File: src/rtl/casc_irq_pkg.sv
// Package: shared widths, register addresses and the vector type used by the
// cascaded interrupt controller. Assumes a power-of-two line count >= 4.
package casc_irq_pkg;
    localparam int LINES  = 8;
    localparam int IDX_W  = $clog2(LINES);
    localparam int VEC_W  = IDX_W + 2;
    localparam int ADDR_W = 4;

    localparam logic [ADDR_W-1:0] A_STAT0 = 4'h0;
    localparam logic [ADDR_W-1:0] A_MASK0 = 4'h1;
    localparam logic [ADDR_W-1:0] A_STAT1 = 4'h2;
    localparam logic [ADDR_W-1:0] A_MASK1 = 4'h3;
    localparam logic [ADDR_W-1:0] A_MSTAT = 4'h4;
    localparam logic [ADDR_W-1:0] A_MMSK0 = 4'h5;
    localparam logic [ADDR_W-1:0] A_MMSK1 = 4'h6;
    localparam logic [ADDR_W-1:0] A_VEC0  = 4'h7;
    localparam logic [ADDR_W-1:0] A_VEC1  = 4'h8;

    typedef struct packed {
        logic             valid;
        logic             mapped;
        logic [IDX_W-1:0] idx;
    } irq_vec_t;
endpackage

File: src/rtl/irq_sync.sv
// irq_sync: two-stage synchronizer for a bus of independent level requests.
// Assumes each bit is a slow level; no coherence between bits is promised.
module irq_sync #(
    parameter int W = 8
) (
    input  logic         clk,
    input  logic         rst_n,
    input  logic [W-1:0] d,
    output logic [W-1:0] q
);
    logic [W-1:0] stage1;

    // Capture the asynchronous lines, then re-time them once more.
    always_ff @(posedge clk) begin
        if (!rst_n) begin
            stage1 <= '0;
            q      <= '0;
        end else begin
            stage1 <= d;
            q      <= stage1;
        end
    end
endmodule

File: src/rtl/prio_enc.sv
// prio_enc: fixed-priority encoder, highest-numbered set bit wins.
// Assumes W is a power of two; found is low for an all-zero input.
module prio_enc #(
    parameter int W = 8,
    localparam int IW = $clog2(W)
) (
    input  logic [W-1:0]  in,
    output logic          found,
    output logic [IW-1:0] idx
);
    // Scan upward so that the last (highest) set bit is kept.
    always_comb begin
        found = 1'b0;
        idx   = '0;
        for (int i = 0; i < W; i++) begin
            if (in[i]) begin
                found = 1'b1;
                idx   = i[IW-1:0];
            end
        end
    end
endmodule

File: src/rtl/group_resolve.sv
// group_resolve: one local group. Folds the masked mapped bank into the
// cascade position, forms the pending set, the CPU line and the vector.
// Assumes CASC < W.
module group_resolve
    import casc_irq_pkg::*;
#(
    parameter int W    = 8,
    parameter int CASC = 2
) (
    input  logic [W-1:0] stat_raw,
    input  logic [W-1:0] mask,
    input  logic [W-1:0] map_stat,
    input  logic [W-1:0] map_mask,
    output logic [W-1:0] stat_eff,
    output logic         irq,
    output irq_vec_t     vec
);
    localparam int IW = $clog2(W);

    logic [W-1:0]  map_pend;
    logic [W-1:0]  pend;
    logic          loc_found, map_found;
    logic [IW-1:0] loc_idx, map_idx;

    assign map_pend = map_stat & map_mask;

    // Replace the external bit at the cascade slot with the mapped summary.
    always_comb begin
        stat_eff       = stat_raw;
        stat_eff[CASC] = |map_pend;
    end

    assign pend = stat_eff & mask;
    assign irq  = |pend;

    prio_enc #(.W(W)) u_loc_enc (.in(pend),     .found(loc_found), .idx(loc_idx));
    prio_enc #(.W(W)) u_map_enc (.in(map_pend), .found(map_found), .idx(map_idx));

    // Descend into the mapped bank when the cascade slot is pending.
    always_comb begin
        vec = '0;
        if (pend[CASC] && map_found) begin
            vec.valid  = 1'b1;
            vec.mapped = 1'b1;
            vec.idx    = map_idx;
        end else if (loc_found) begin
            vec.valid  = 1'b1;
            vec.idx    = loc_idx;
        end
    end
endmodule

File: src/rtl/casc_irq_ctrl.sv
// casc_irq_ctrl: two-group cascaded level interrupt controller with a
// shared mapped bank, register port and per-group vectors.
// Assumes requests are levels held until serviced; reset is synchronous.
module casc_irq_ctrl
    import casc_irq_pkg::*;
#(
    parameter int CASC0 = 2,
    parameter int CASC1 = 3
) (
    input  logic              clk,
    input  logic              rst_n,
    input  logic [LINES-1:0]  loc0_req,
    input  logic [LINES-1:0]  loc1_req,
    input  logic [LINES-1:0]  map_req,
    input  logic [ADDR_W-1:0] reg_addr,
    input  logic [LINES-1:0]  reg_wdata,
    input  logic              reg_we,
    input  logic              reg_re,
    output logic [LINES-1:0]  reg_rdata,
    output logic              cpu_irq0,
    output logic              cpu_irq1,
    output logic [VEC_W-1:0]  vec0,
    output logic [VEC_W-1:0]  vec1
);
    localparam int NGRP = 2;
    localparam int PADW = LINES - VEC_W;

    logic [LINES-1:0] sync_l0, sync_l1, sync_m;
    logic [LINES-1:0] stat_l [NGRP];
    logic [LINES-1:0] lmask  [NGRP];
    logic [LINES-1:0] mmask  [NGRP];
    logic [LINES-1:0] stat_m;
    logic [LINES-1:0] stat_e [NGRP];
    logic             irq_g  [NGRP];
    irq_vec_t         vec_g  [NGRP];

    irq_sync #(.W(LINES)) u_sync_l0 (.clk(clk), .rst_n(rst_n), .d(loc0_req), .q(sync_l0));
    irq_sync #(.W(LINES)) u_sync_l1 (.clk(clk), .rst_n(rst_n), .d(loc1_req), .q(sync_l1));
    irq_sync #(.W(LINES)) u_sync_m  (.clk(clk), .rst_n(rst_n), .d(map_req),  .q(sync_m));

    // Status stage: sample the synchronized lines into the status words.
    always_ff @(posedge clk) begin
        if (!rst_n) begin
            stat_l[0] <= '0;
            stat_l[1] <= '0;
            stat_m    <= '0;
        end else begin
            stat_l[0] <= sync_l0;
            stat_l[1] <= sync_l1;
            stat_m    <= sync_m;
        end
    end

    // Mask registers: cleared by reset, written through the register port.
    always_ff @(posedge clk) begin
        if (!rst_n) begin
            lmask[0] <= '0;
            lmask[1] <= '0;
            mmask[0] <= '0;
            mmask[1] <= '0;
        end else if (reg_we) begin
            case (reg_addr)
                A_MASK0: lmask[0] <= reg_wdata;
                A_MASK1: lmask[1] <= reg_wdata;
                A_MMSK0: mmask[0] <= reg_wdata;
                A_MMSK1: mmask[1] <= reg_wdata;
                default: ;
            endcase
        end
    end

    for (genvar g = 0; g < NGRP; g++) begin : g_grp
        localparam int CPOS = (g == 0) ? CASC0 : CASC1;
        group_resolve #(.W(LINES), .CASC(CPOS)) u_grp (
            .stat_raw (stat_l[g]),
            .mask     (lmask[g]),
            .map_stat (stat_m),
            .map_mask (mmask[g]),
            .stat_eff (stat_e[g]),
            .irq      (irq_g[g]),
            .vec      (vec_g[g])
        );
    end

    assign cpu_irq0 = irq_g[0];
    assign cpu_irq1 = irq_g[1];
    assign vec0     = vec_g[0];
    assign vec1     = vec_g[1];

    // Read port: capture the addressed word when the read strobe is seen.
    always_ff @(posedge clk) begin
        if (!rst_n) begin
            reg_rdata <= '0;
        end else if (reg_re) begin
            case (reg_addr)
                A_STAT0: reg_rdata <= stat_e[0];
                A_MASK0: reg_rdata <= lmask[0];
                A_STAT1: reg_rdata <= stat_e[1];
                A_MASK1: reg_rdata <= lmask[1];
                A_MSTAT: reg_rdata <= stat_m;
                A_MMSK0: reg_rdata <= mmask[0];
                A_MMSK1: reg_rdata <= mmask[1];
                A_VEC0:  reg_rdata <= {{PADW{1'b0}}, vec_g[0]};
                A_VEC1:  reg_rdata <= {{PADW{1'b0}}, vec_g[1]};
                default: reg_rdata <= '0;
            endcase
        end
    end


    property reset_clears_p;
        @(posedge clk) !rst_n |=> (lmask[0] == '0 && lmask[1] == '0 &&
                                   mmask[0] == '0 && mmask[1] == '0 &&
                                   !cpu_irq0 && !cpu_irq1);
    endproperty
    reset_clears_chk: assert property (reset_clears_p);


    irq_matches_vec0_chk: assert property (@(posedge clk) disable iff (!rst_n)
        cpu_irq0 == vec0[VEC_W-1]);


    irq_matches_vec1_chk: assert property (@(posedge clk) disable iff (!rst_n)
        cpu_irq1 == vec1[VEC_W-1]);


    casc_gate0_chk: assert property (@(posedge clk) disable iff (!rst_n)
        !lmask[0][CASC0] |-> !vec0[VEC_W-2]);


    casc_descend0_chk: assert property (@(posedge clk) disable iff (!rst_n)
        (lmask[0][CASC0] && (stat_m & mmask[0]) != '0) |-> (vec0[VEC_W-1] && vec0[VEC_W-2]));


    casc_descend1_chk: assert property (@(posedge clk) disable iff (!rst_n)
        (lmask[1][CASC1] && (stat_m & mmask[1]) != '0) |-> (vec1[VEC_W-1] && vec1[VEC_W-2]));


    mask0_write_chk: assert property (@(posedge clk) disable iff (!rst_n)
        (reg_we && reg_addr == A_MASK0) |=> lmask[0] == $past(reg_wdata));


    ro_write_ignored_chk: assert property (@(posedge clk) disable iff (!rst_n)
        (reg_we && reg_addr == A_VEC0) |=> ($stable(lmask[0]) && $stable(mmask[0])));
endmodule

File: config.mk
export PLATFORM = sky130hd
export DESIGN_NAME = casc_irq_ctrl
export DESIGN_NICKNAME = d
export VERILOG_FILES = /design/src/rtl/casc_irq_pkg.sv /design/src/rtl/irq_sync.sv /design/src/rtl/prio_enc.sv /design/src/rtl/group_resolve.sv /design/src/rtl/casc_irq_ctrl.sv
export SDC_FILE = /design/constraint.sdc
export NUM_CORES = 1
export LEC_CHECK = 0
export BUFFER_PORTS_ARGS = -buffer_cell sky130_fd_sc_hd__buf_2
export CORE_MARGIN = 3
export CORE_UTILIZATION = 50
export DETAILED_ROUTE_END_ITERATION = 6
export PLACE_DENSITY = 0.71
export SLEW_MARGIN = 0
export SYNTH_ARGS = -nofsm -noshare
export SYNTH_HDL_FRONTEND = slang
export SYNTH_SLANG_ARGS = --single-unit
File: constraint.sdc
create_clock -name clk -period 2.48 [get_ports clk]
set_clock_uncertainty 0.1 [all_clocks]
set_input_delay 0.744 -clock clk [delete_from_list [all_inputs] [get_ports clk]]
set_output_delay 0.744 -clock clk [all_outputs]
set_load 0.02 [all_outputs]
==> results of run 1 <==
cell families after synthesis:
logic type	share of synthesized area, %
compound gates	14.1
flops	57.4
mux	4.97
simple gates	21.6
buf+inv	1.91
state kept, by name, indices dropped and copies added, names as in the netlist:
| register | cells |
|---|---|
| lmask | 16 |
| mmask | 16 |
| stat_l | 14 |
| reg_rdata | 8 |
| stat_m | 8 |
| u_sync_m.q | 8 |
| u_sync_m.stage1 | 8 |
| u_sync_l0.q | 7 |
| u_sync_l0.stage1 | 7 |
| u_sync_l1.q | 7 |
| u_sync_l1.stage1 | 7 |
timing repair:
| action | CTS | global route |
|---|---|---|
| setup endpoints to repair | 12 | 13 |
| pin swaps | 7 | 9 |
| gates resized for setup | 30 | 13 |
| endpoints found under the hold margin | 0 | 0 |
| buffers inserted | 20 | 9 |
routing by layer:
layer | vias to the layer above | global-route usage [%]
li1 | 1622 | -
met1 | 1535 | 29.3
met2 | 162 | 36.0
met3 | 35 | 7.07
met4 | 0 | 12.5
met5 | - | 0
power by group through the flow:
stage               Combinational [mW]  Clock, mW  Sequential (mW)
global placement                 0.392          0             1.94
finish                           0.461       1.10             1.91
floorplan                        0.205          0             1.94
CTS                              0.446       1.14             1.91
global route                     0.496       1.20             1.92
detailed placement               0.398          0             1.95
metrics by stage:
step,power (mW),cell area [µm²]
floorplan,2.14,4260
finish,3.47,5530
detailed placement,2.35,5050
global placement,2.34,5050
global route,3.62,5530
CTS,3.49,5490
worst register-to-register path, stage by stage (launching register included):
cell and delay (ns):
edfxtp_1 0.45, a22oi_2 0.24, nand4_1 0.15, nand2_1 0.14, inv_2 0.09, buf_4 0.14, buf_6 0.10, buf_6 0.10
buf_4 0.12, buf_4 0.12, buf_4 0.14, nor3_4 0.15, a311oi_2 0.05, o21ai_1 0.15
cell usage in the layout, fill, tap and decap left out, types with 7 or more instances in the layout:
| master | instances |
|---|---|
| and2_1 | 85 |
| dfxtp_1 | 72 |
| buf_4 | 69 |
| buf_2 | 46 |
| edfxtp_1 | 32 |
| nand2_1 | 29 |
| buf_6 | 14 |
| a22oi_1 | 13 |
| nand3_1 | 10 |
| clkbuf_8 | 9 |
| nor2b_1 | 8 |
| o21ai_0 | 7 |
cells in the mapped netlist (all sizes together) (7+ instances only):
master,number,area [µm²]
clkbuf,11,41.3
a22o,7,71.3
nand3,10,50.1
dfxtp,74,1480
nor2b,8,50.1
edfxtp,32,961
o21ai,10,50.0
a22oi,16,120
and2,86,538
nand2,32,120
worst min path at each step:
stage / from / end / slack, ns
after floorplan: u_sync_l0.q[0]$_SDFF_PN0_ / stat_l[0][0]$_SDFF_PN0_ / 0.31
after global placement: u_sync_m.stage1[6]$_SDFF_PN0_ / u_sync_m.q[6]$_SDFF_PN0_ / 0.31
after detailed placement: u_sync_l1.q[4]$_SDFF_PN0_ / stat_l[0][12]$_SDFF_PN0_ / 0.32
after CTS: u_sync_m.q[7]$_SDFF_PN0_ / stat_m[7]$_SDFF_PN0_ / 0.33
after global routing: u_sync_m.q[7]$_SDFF_PN0_ / stat_m[7]$_SDFF_PN0_ / 0.36
final: u_sync_m.q[7]$_SDFF_PN0_ / stat_m[7]$_SDFF_PN0_ / 0.33
layout make-up:
| class | instances | area, µm² |
|---|---|---|
| clock inverter | 7 | 93.8 |
| fill | 666 | 2720 |
| inverter | 3 | 11.3 |
| tap | 105 | 131 |
| timing repair buffer | 131 | 946 |
| clock buffer | 9 | 124 |
| sequential | 106 | 2440 |
| multi-input combinational | 251 | 1780 |
==> metrics.cfg, run 1 <==
[run_status]
status = finished with violations
violations = negative setup slack

[worst_setup_path]
cp-start-kind = flip-flop
r2r_end = reg_rdata[0]$_SDFFE_PN0P_
cp_top_family = compound AO/OA/AOI/OAI gates
critPathArrivalTime_ns = 2.18
startpoint = mmask[0][8]$_DFFE_PP_
crit_fanout = 4
cp-end-kind = output port
crit_cells = 6
critPathKind = reg2out
rr_worst_depth = 13
cp_slowest_cell = edfxtp_1
worstReg2RegStart = mmask[0][3]$_DFFE_PP_
ff2ff_setup_slack_ns = 0.16
crit_chain = a22o_1 > o41ai_4 > buf_4 > nand4_1 > and2_4 > buf_6
critPathMaxStageDelay_ns = 0.42
cp-endpoint = vec1[0]
critPathRequiredTime_ns = 1.64
crit_buf_inv = 2

[sta]
slew_violations = 0
final_hold_viol_count = 0
slew-limit-headroom_pct = 68.0
timing.hold.ws_ns = 0.335
fin_tns_setup_ns = -3.68
setup_slack_ns = -0.548
tightest_slew_ns = 0.468
rsz0062_at_grt = yes
fin_crit_sh_pct = 122
fmax_mhz = 330
setup_viol = 12
period_needed_ns = 3.03

[yosys]
synth_async_sr_flop_share_pct = 0
syn-cell-area_um2 = 4260
avgSynthCellArea_um2 = 11.3
postSynthNetCount = 417
yosysWarnings = 0
synth_edf_count = 32
synth_cells = 377
ys.flop_type = dfxtp_1
ys_ff_latch = 106
synth.distinct_cells = 57
ys_seq_area_share_pct = 57.4

[global_route]
antenna_found_initial = 0
grt_pass1_vias = 3371
grt_usage_pct = 23.3
grt_pass1_wl_um = 17200
gr-total-overflow = 0
grt_max_degree = 30

[route]
wl_met1_um = 4440
wl_um = 10800
wl_met2_um = 4930
num_vias = 3354
routed_via_density = 5.48
dr.pass1.iters = 7
wl_met3_um = 923
drt_iter0_drc = 204
ant_nets = 0
avgRoutedWirePerCell_um = 17.7
top_layer = met4
drc = 0

[power]
pwr-share-comb_pct = 13.3
p_leak_nw = 2.34
pwr-share-clk_pct = 31.8
internal-power_mw = 2.52
p_per_area_nw_per_um2 = 628
vdd_drop_max_mv = 0.411
p_sw_mw = 0.951
pwr-share-seq_pct = 55.0
switching_share_pct = 27.4

[clock_network]
ctsRootBufferMaster = clkbuf_8
cts_tree = yes
htreeDepth = 3
cts_hold_buf = 0
clkSinkCount = 106
clkLatencyLatePin_ns = 0.37
clockBufferDepth = 2
clk_pin_slew_ns = 0.12
cts_inserted_buffers = 9

[placement]
pre_cts_slack_ns = -0.119
io_buffers = 57
dpl.hpwl_um = 8290
place.gp.congestion = 0.946
dp_cells = 578

[die]
die_x_um = 98.3
chipHeight_um = 98.3
initial_core_util_pct = 51.5
die-area_um2 = 9660
core_area_um2 = 8260
rows = 33
ioPinCount = 60

[cells_and_area]
final_layout_size_suffix_gt1_share_pct = 35.1
nets = 542
instances_no_fill = 612
final_util_pct = 67.0
area_growth_pct = 30.0
diodes = 0

[min_path]
min-delay-path-class = reg2reg
whs_path_depth = 1

[run]
cap_violations = 0

Note: power is estimated with default switching activity, not from simulation.
==> run 2, diff against run 1 <==
Settings changed: ABC_AREA from default to 0, SETUP_SLACK_MARGIN from default to 0.1.
==> run 2 against run 1 <==
Compared with the run above: the run still ends with negative setup slack left; core utilization is 1.2 points lower; sequential share of layout area grew 0.81 points; critical endpoint is now vec1[4]; largest cell class unchanged; die area stayed put; non-clock buffer count shrank 10.
==> metrics.cfg, run 2 (synthesized netlist as in run 1, its figures left out) <==
[run_status]
status = finished with violations  ; unchanged
violations = negative setup slack  ; unchanged

[sta]
period_needed_ns = 2.96  ; was 3.03 ns
fin_crit_sh_pct = 119  ; was 122%
final_hold_viol_count = 0  ; unchanged
slew-limit-headroom_pct = 67.7  ; was 68.0%
setup_slack_ns = -0.476  ; was -0.548 ns
slew_violations = 0  ; unchanged
timing.hold.ws_ns = 0.335  ; about the same
setup_viol = 11  ; was 12
fin_tns_setup_ns = -3.54  ; was -3.68 ns
tightest_slew_ns = 0.483  ; was 0.468 ns
fmax_mhz = 338  ; was 330 MHz
rsz0062_at_grt = yes  ; unchanged

[die]
rows = 33  ; unchanged
ioPinCount = 60  ; unchanged
initial_core_util_pct = 51.5  ; unchanged
die_x_um = 98.3  ; unchanged
die-area_um2 = 9660  ; unchanged
chipHeight_um = 98.3  ; unchanged
core_area_um2 = 8260  ; unchanged

[worst_setup_path]
critPathArrivalTime_ns = 2.11  ; was 2.18 ns
startpoint = mmask[0][12]$_DFFE_PP_  ; was mmask[0][8]$_DFFE_PP_
cp-end-kind = output port  ; unchanged
critPathRequiredTime_ns = 1.64  ; about the same
critPathKind = reg2out  ; unchanged
crit_fanout = 4  ; unchanged
cp-start-kind = flip-flop  ; unchanged
worstReg2RegStart = stat_m[7]$_SDFF_PN0_  ; was mmask[0][3]$_DFFE_PP_

[cells_and_area]
area_growth_pct = 27.7  ; was 30.0%
final_cell_mix = 85 x and2_1, 72 x dfxtp_1, 60 x buf_4, 46 x buf_2, 32 x edfxtp_1  ; was 85 x and2_1, 72 x dfxtp_1, 69 x buf_4, 46 x buf_2, 32 x edfxtp_1
nets = 532  ; was 542
final_area_um2 = 5430  ; was 5530 µm²
reg_top3 = lmask x16, mmask x16, stat_l x14  ; unchanged
final_layout_size_suffix_gt1_share_pct = 33.4  ; was 35.1%
mostFrequentLayoutCell = and2_1  ; unchanged
diodes = 0  ; unchanged

[route]
drt_iter0_drc = 278  ; was 204
routed_via_density = 5.48  ; about the same
num_vias = 3299  ; was 3354
drc = 0  ; unchanged
dr.pass1.iters = 5  ; was 7
wl_um = 10500  ; was 10800 µm
ant_nets = 0  ; unchanged
avgRoutedWirePerCell_um = 17.5  ; was 17.7 µm

[power]
p_leak_nw = 2.28  ; was 2.34 nW
p_per_area_nw_per_um2 = 618  ; was 628 nW/µm²
vdd_drop_max_mv = 0.386  ; was 0.411 mV
p_total_mw = 3.36  ; was 3.47 mW

[global_route]
gr-total-overflow = 0  ; unchanged
busiest_layer = met2  ; unchanged
grt_max_degree = 68  ; was 30
grt_pass1_vias = 3237  ; was 3371
use_met2_pct = 35.0  ; was 36.0%
grt_usage_pct = 22.5  ; was 23.3%
met1_usage_pct = 29.5  ; was 29.3%
antenna_found_initial = 0  ; unchanged
globalRouteMet3Util_pct = 4.43  ; was 7.07%
grt_pass1_wl_um = 16800  ; was 17200 µm

[placement]
dpl.hpwl_um = 7900  ; was 8290 µm
place.gp.congestion = 0.941  ; was 0.946
placed_area_um2 = 5010  ; was 5050 µm²
io_buffers = 57  ; unchanged

[min_path]
min_from = u_sync_l0.q[6]$_SDFF_PN0_  ; was u_sync_m.q[7]$_SDFF_PN0_
min-delay-path-class = reg2reg  ; unchanged

[clock_network]
cts_tree = yes  ; unchanged
clockBufferDepth = 2  ; unchanged
cts_inserted_buffers = 9  ; unchanged
clkLatencyLatePin_ns = 0.36  ; was 0.37 ns
clk_pin_slew_ns = 0.10  ; was 0.12 ns
ctsRootBufferMaster = clkbuf_8  ; unchanged
clkSinkCount = 106  ; unchanged
htreeDepth = 3  ; unchanged

[run]
cap_violations = 0  ; unchanged

run 2: cell count changes in the layout (fill, tap and decap cells not counted), sizes merged:
cell and change:
buf -10, inv -2, clkbuf +1, clkinvlp +1
run 2: layout make-up:
cell class	instances	area, µm²
Clock buffer	10	138
Inverter	3	13.8
Timing Repair Buffer	121	867
Sequential cell	106	2440
Clock inverter	6	46.3
Tap cell	105	131
Fill cell	655	2820
Multi-Input combinational cell	251	1790
run 2: report_power, final:
group          internal, mW  switching (mW)
Clock                 0.404           0.598
Sequential             1.86          0.0448
Combinational         0.227           0.221
Total                  2.49           0.863
run 2: layer usage:
layer / part of all wire [%] / wire length (µm) / vias to the layer above
li1: - / - / 1594
met1: 42 / 4420 / 1513
met2: 45 / 4770 / 154
met3: 6.8 / 717 / 38
met4: 5.9 / 617 / 0
met5: 0 / 0 / -
run 2: worst max-delay path: stages, from the launching register on:
cell      delay [ns]
edfxtp_1        0.42
a22o_4          0.28
o41ai_4         0.40
buf_4           0.22
buf_6           0.10
nand4b_1        0.13
buf_4           0.19
run 2: through the flow:
step           worst slack (ns)  std cells  util (%)
4_1_cts                  -0.481        599      65.1
2_1_floorplan            0.0667        377         -
5_1_grt                  -0.561        602      65.8
3_3_place_gp             -0.120        571      60.7
3_5_place_dp             -0.132        571      60.7
6_report                 -0.476        602      65.8
run 2: what timing repair did:
| item | in CTS | in global routing |
|---|---|---|
| hold buffers | 0 | 0 |
| pin swaps | 2 | 10 |
| gates resized for setup | 28 | 12 |
| buffers inserted | 13 | 7 |
| endpoints found under the setup margin | 12 | 13 |
run 2: final timing paths:
check,end,slack (ns),depth (start not counted)
setup / recovery,vec1[4],-0.48,6
hold / removal,stat_l[0][6]$_SDFF_PN0_,0.34,1
setup reg to reg,reg_rdata[2]$_SDFFE_PN0P_,0.20,9
hold reg to reg,stat_l[0][6]$_SDFF_PN0_,0.34,1
==> run 3, diff against run 2 <==
--- a/config.mk
+++ b/config.mk
@@ -11,2 +11,3 @@
 export CORE_UTILIZATION = 50
+export CTS_CLUSTER_DIAMETER = 50
 export DETAILED_ROUTE_END_ITERATION = 6
==> constraint.sdc (replaced) <==
create_clock -name clk -period 2.48 [get_ports clk]
set_clock_uncertainty 0.1 [all_clocks]
set_input_delay 0.248 -clock clk [delete_from_list [all_inputs] [get_ports clk]]
set_output_delay 0.248 -clock clk [all_outputs]
set_load 0.02 [all_outputs]
==> run 3 against run 2 <==
Compared with the run above: combinational power is 12% lower; non-clock buffer count is 24 lower; sequential power hardly changed; largest cell class unchanged; the flow still finishes with violations (negative setup slack); critical endpoint unchanged.
==> metrics.cfg, run 3 (synthesized netlist as in run 1, its figures left out) <==
[run_status]
status = finished with violations  ; unchanged
violations = negative setup slack  ; unchanged

[global_route]
grt_pass1_wl_um = 16700  ; was 16800 µm
gr-total-overflow = 0  ; unchanged
grt_max_degree = 68  ; unchanged
grt_pass1_vias = 3128  ; was 3237
grt_usage_pct = 22.7  ; was 22.5%
antenna_found_initial = 0  ; unchanged

[power]
p_leak_nw = 2.13  ; was 2.28 nW
p_per_area_nw_per_um2 = 652  ; was 618 nW/µm²
switching_share_pct = 25.7  ; about the same
internal-power_mw = 2.54  ; was 2.49 mW
vdd_drop_max_mv = 0.328  ; was 0.386 mV
pwr-share-seq_pct = 56.0  ; was 56.8%
pwr-share-comb_pct = 11.5  ; was 13.3%
pwr-share-clk_pct = 32.5  ; was 29.8%
p_sw_mw = 0.879  ; was 0.863 mW

[clock_network]
htreeDepth = 3  ; unchanged
clkSinkCount = 106  ; unchanged
clkLatencyLatePin_ns = 0.37  ; was 0.36 ns
clk_pin_slew_ns = 0.11  ; was 0.10 ns
cts_tree = yes  ; unchanged
cts_inserted_buffers = 9  ; unchanged
clockBufferDepth = 2  ; unchanged
ctsRootBufferMaster = clkbuf_8  ; unchanged

[sta]
setup_slack_ns = -0.0258  ; was -0.476 ns
period_needed_ns = 2.51  ; was 2.96 ns
rsz0062_at_grt = yes  ; unchanged
fin_crit_sh_pct = 101  ; was 119%
final_hold_viol_count = 0  ; unchanged
setup_viol = 2  ; was 11
tightest_slew_ns = 0.525  ; was 0.483 ns
slew-limit-headroom_pct = 65.0  ; was 67.7%
slew_violations = 0  ; unchanged
fmax_mhz = 399  ; was 338 MHz

[route]
wl_um = 10500  ; about the same
drt_iter0_drc = 252  ; was 278
routed_via_density = 5.66  ; was 5.48
dr.pass1.iters = 5  ; unchanged
drc = 0  ; unchanged
num_vias = 3272  ; was 3299
avgRoutedWirePerCell_um = 18.2  ; was 17.5 µm
ant_nets = 0  ; unchanged

[min_path]
hold-path-endpoint = lmask[0][12]$_DFFE_PP_  ; was stat_l[0][6]$_SDFF_PN0_
whs_path_depth = 2  ; was 1
min_from = reg_wdata[4]  ; was u_sync_l0.q[6]$_SDFF_PN0_
min-delay-path-class = in2reg  ; was reg2reg

[worst_setup_path]
ff2ff_setup_slack_ns = 0.39  ; was 0.20 ns
rr_worst_depth = 7  ; was 9
critPathKind = reg2out  ; unchanged
crit_fanout = 3  ; was 4
cp-end-kind = output port  ; unchanged
critPathArrivalTime_ns = 2.16  ; was 2.11 ns
critPathRequiredTime_ns = 2.13  ; was 1.64 ns
cp-start-kind = flip-flop  ; unchanged
worstReg2RegStart = mmask[0][9]$_DFFE_PP_  ; was stat_m[7]$_SDFF_PN0_
r2r_end = reg_rdata[1]$_SDFFE_PN0P_  ; was reg_rdata[2]$_SDFFE_PN0P_

[cells_and_area]
reg_top3 = lmask x16, mmask x16, stat_l x14  ; unchanged
final_util_pct = 63.5  ; was 65.8%
final_area_um2 = 5240  ; was 5430 µm²
diodes = 0  ; unchanged
fill_cells = 705  ; was 655
final_cell_mix = 85 x and2_1, 73 x dfxtp_1, 52 x buf_2, 32 x edfxtp_1, 29 x nand2_1  ; was 85 x and2_1, 72 x dfxtp_1, 60 x buf_4, 46 x buf_2, 32 x edfxtp_1
mostFrequentLayoutCell = and2_1  ; unchanged
final_layout_size_suffix_gt1_share_pct = 24.9  ; was 33.4%
instances_no_fill = 578  ; was 602
multiInputGateArea_um2 = 1770  ; was 1790 µm²
seq_area_um2 = 2440  ; about the same
area_growth_pct = 23.2  ; was 27.7%
nets = 508  ; was 532

[die]
chipHeight_um = 98.3  ; unchanged
initial_core_util_pct = 51.5  ; unchanged
ioPinCount = 60  ; unchanged
die_x_um = 98.3  ; unchanged
core_area_um2 = 8260  ; unchanged
rows = 33  ; unchanged
die-area_um2 = 9660  ; unchanged

[placement]
io_buffers = 57  ; unchanged
place.gp.congestion = 0.908  ; was 0.941
pre_cts_slack_ns = 0.199  ; was -0.132 ns
dpl.hpwl_um = 7520  ; was 7900 µm
dp_cells = 526  ; was 571
placed_area_um2 = 4630  ; was 5010 µm²

[run]
cap_violations = 0  ; unchanged

-- run 3: how the worst max path moves through the flow --
stage | end | slack (ns) | depth (start not counted) | start
floorplan | reg_rdata[1]$_SDFFE_PN0P_ | 0.40 | 5 | mmask[0][12]$_DFFE_PP_
global placement | vec1[0] | 0.27 | 5 | mmask[0][12]$_DFFE_PP_
detailed placement | vec1[0] | 0.20 | 5 | mmask[0][12]$_DFFE_PP_
CTS | vec1[4] | -0.02 | 6 | mmask[0][8]$_DFFE_PP_
global route | vec1[4] | -0.09 | 6 | mmask[0][8]$_DFFE_PP_
finish | vec1[4] | -0.03 | 6 | mmask[0][9]$_DFFE_PP_
-- run 3: what timing repair did --
action / CTS / global route
buffers inserted: 8 / 6
hold buffers: 22 / 0
cloned: 0 / 0
endpoints found under the setup margin: 8 / 9
hold endpoints to repair: 22 / 0
gates resized for setup: 14 / 8
pin swaps: 4 / 7
-- run 3: power groups by stage --
stage	combinational, mW	clock, mW	sequential [mW]
3_5_place_dp	0.318	0	1.95
3_3_place_gp	0.315	0	1.95
4_1_cts	0.370	1.15	1.91
2_1_floorplan	0.204	0	1.94
5_1_grt	0.424	1.22	1.92
6_report	0.392	1.11	1.91
-- run 3: metrics by stage --
stage | total power, mW | setup TNS [ns] | hold WS (ns)
after floorplan | 2.14 | 0 | 0.275
after global placement | 2.27 | 0 | 0.314
after detailed placement | 2.27 | 0 | 0.318
after CTS | 3.43 | -0.0413 | 0.0862
after global routing | 3.57 | -0.254 | 0.112
final | 3.42 | -0.0263 | 0.106
-- run 3: critical path: stages (launching register included) --
cell,delay (ns)
edfxtp_1,0.45
a22o_1,0.25
o41ai_4,0.44
buf_4,0.21
buf_6,0.10
nand4b_1,0.14
buf_2,0.20
-- run 3: area by class of cell --
cell class                      count  share of cell area (%)
Sequential cell                   106                    46.6
Multi-Input combinational cell    251                    33.8
Timing Repair Buffer               97                    12.8
Tap cell                          105                    2.51
Clock buffer                        9                    2.36
Clock inverter                      7                    1.67
Inverter                            3                   0.263
-- run 3: layer usage --
metal	global-route usage, %	vias up	part of all wire, %
met1	30.4	1544	44
met3	4.21	29	6.4
met5	0	-	0
li1	-	1545	-
met2	36.4	154	46
met4	9.56	0	4.0
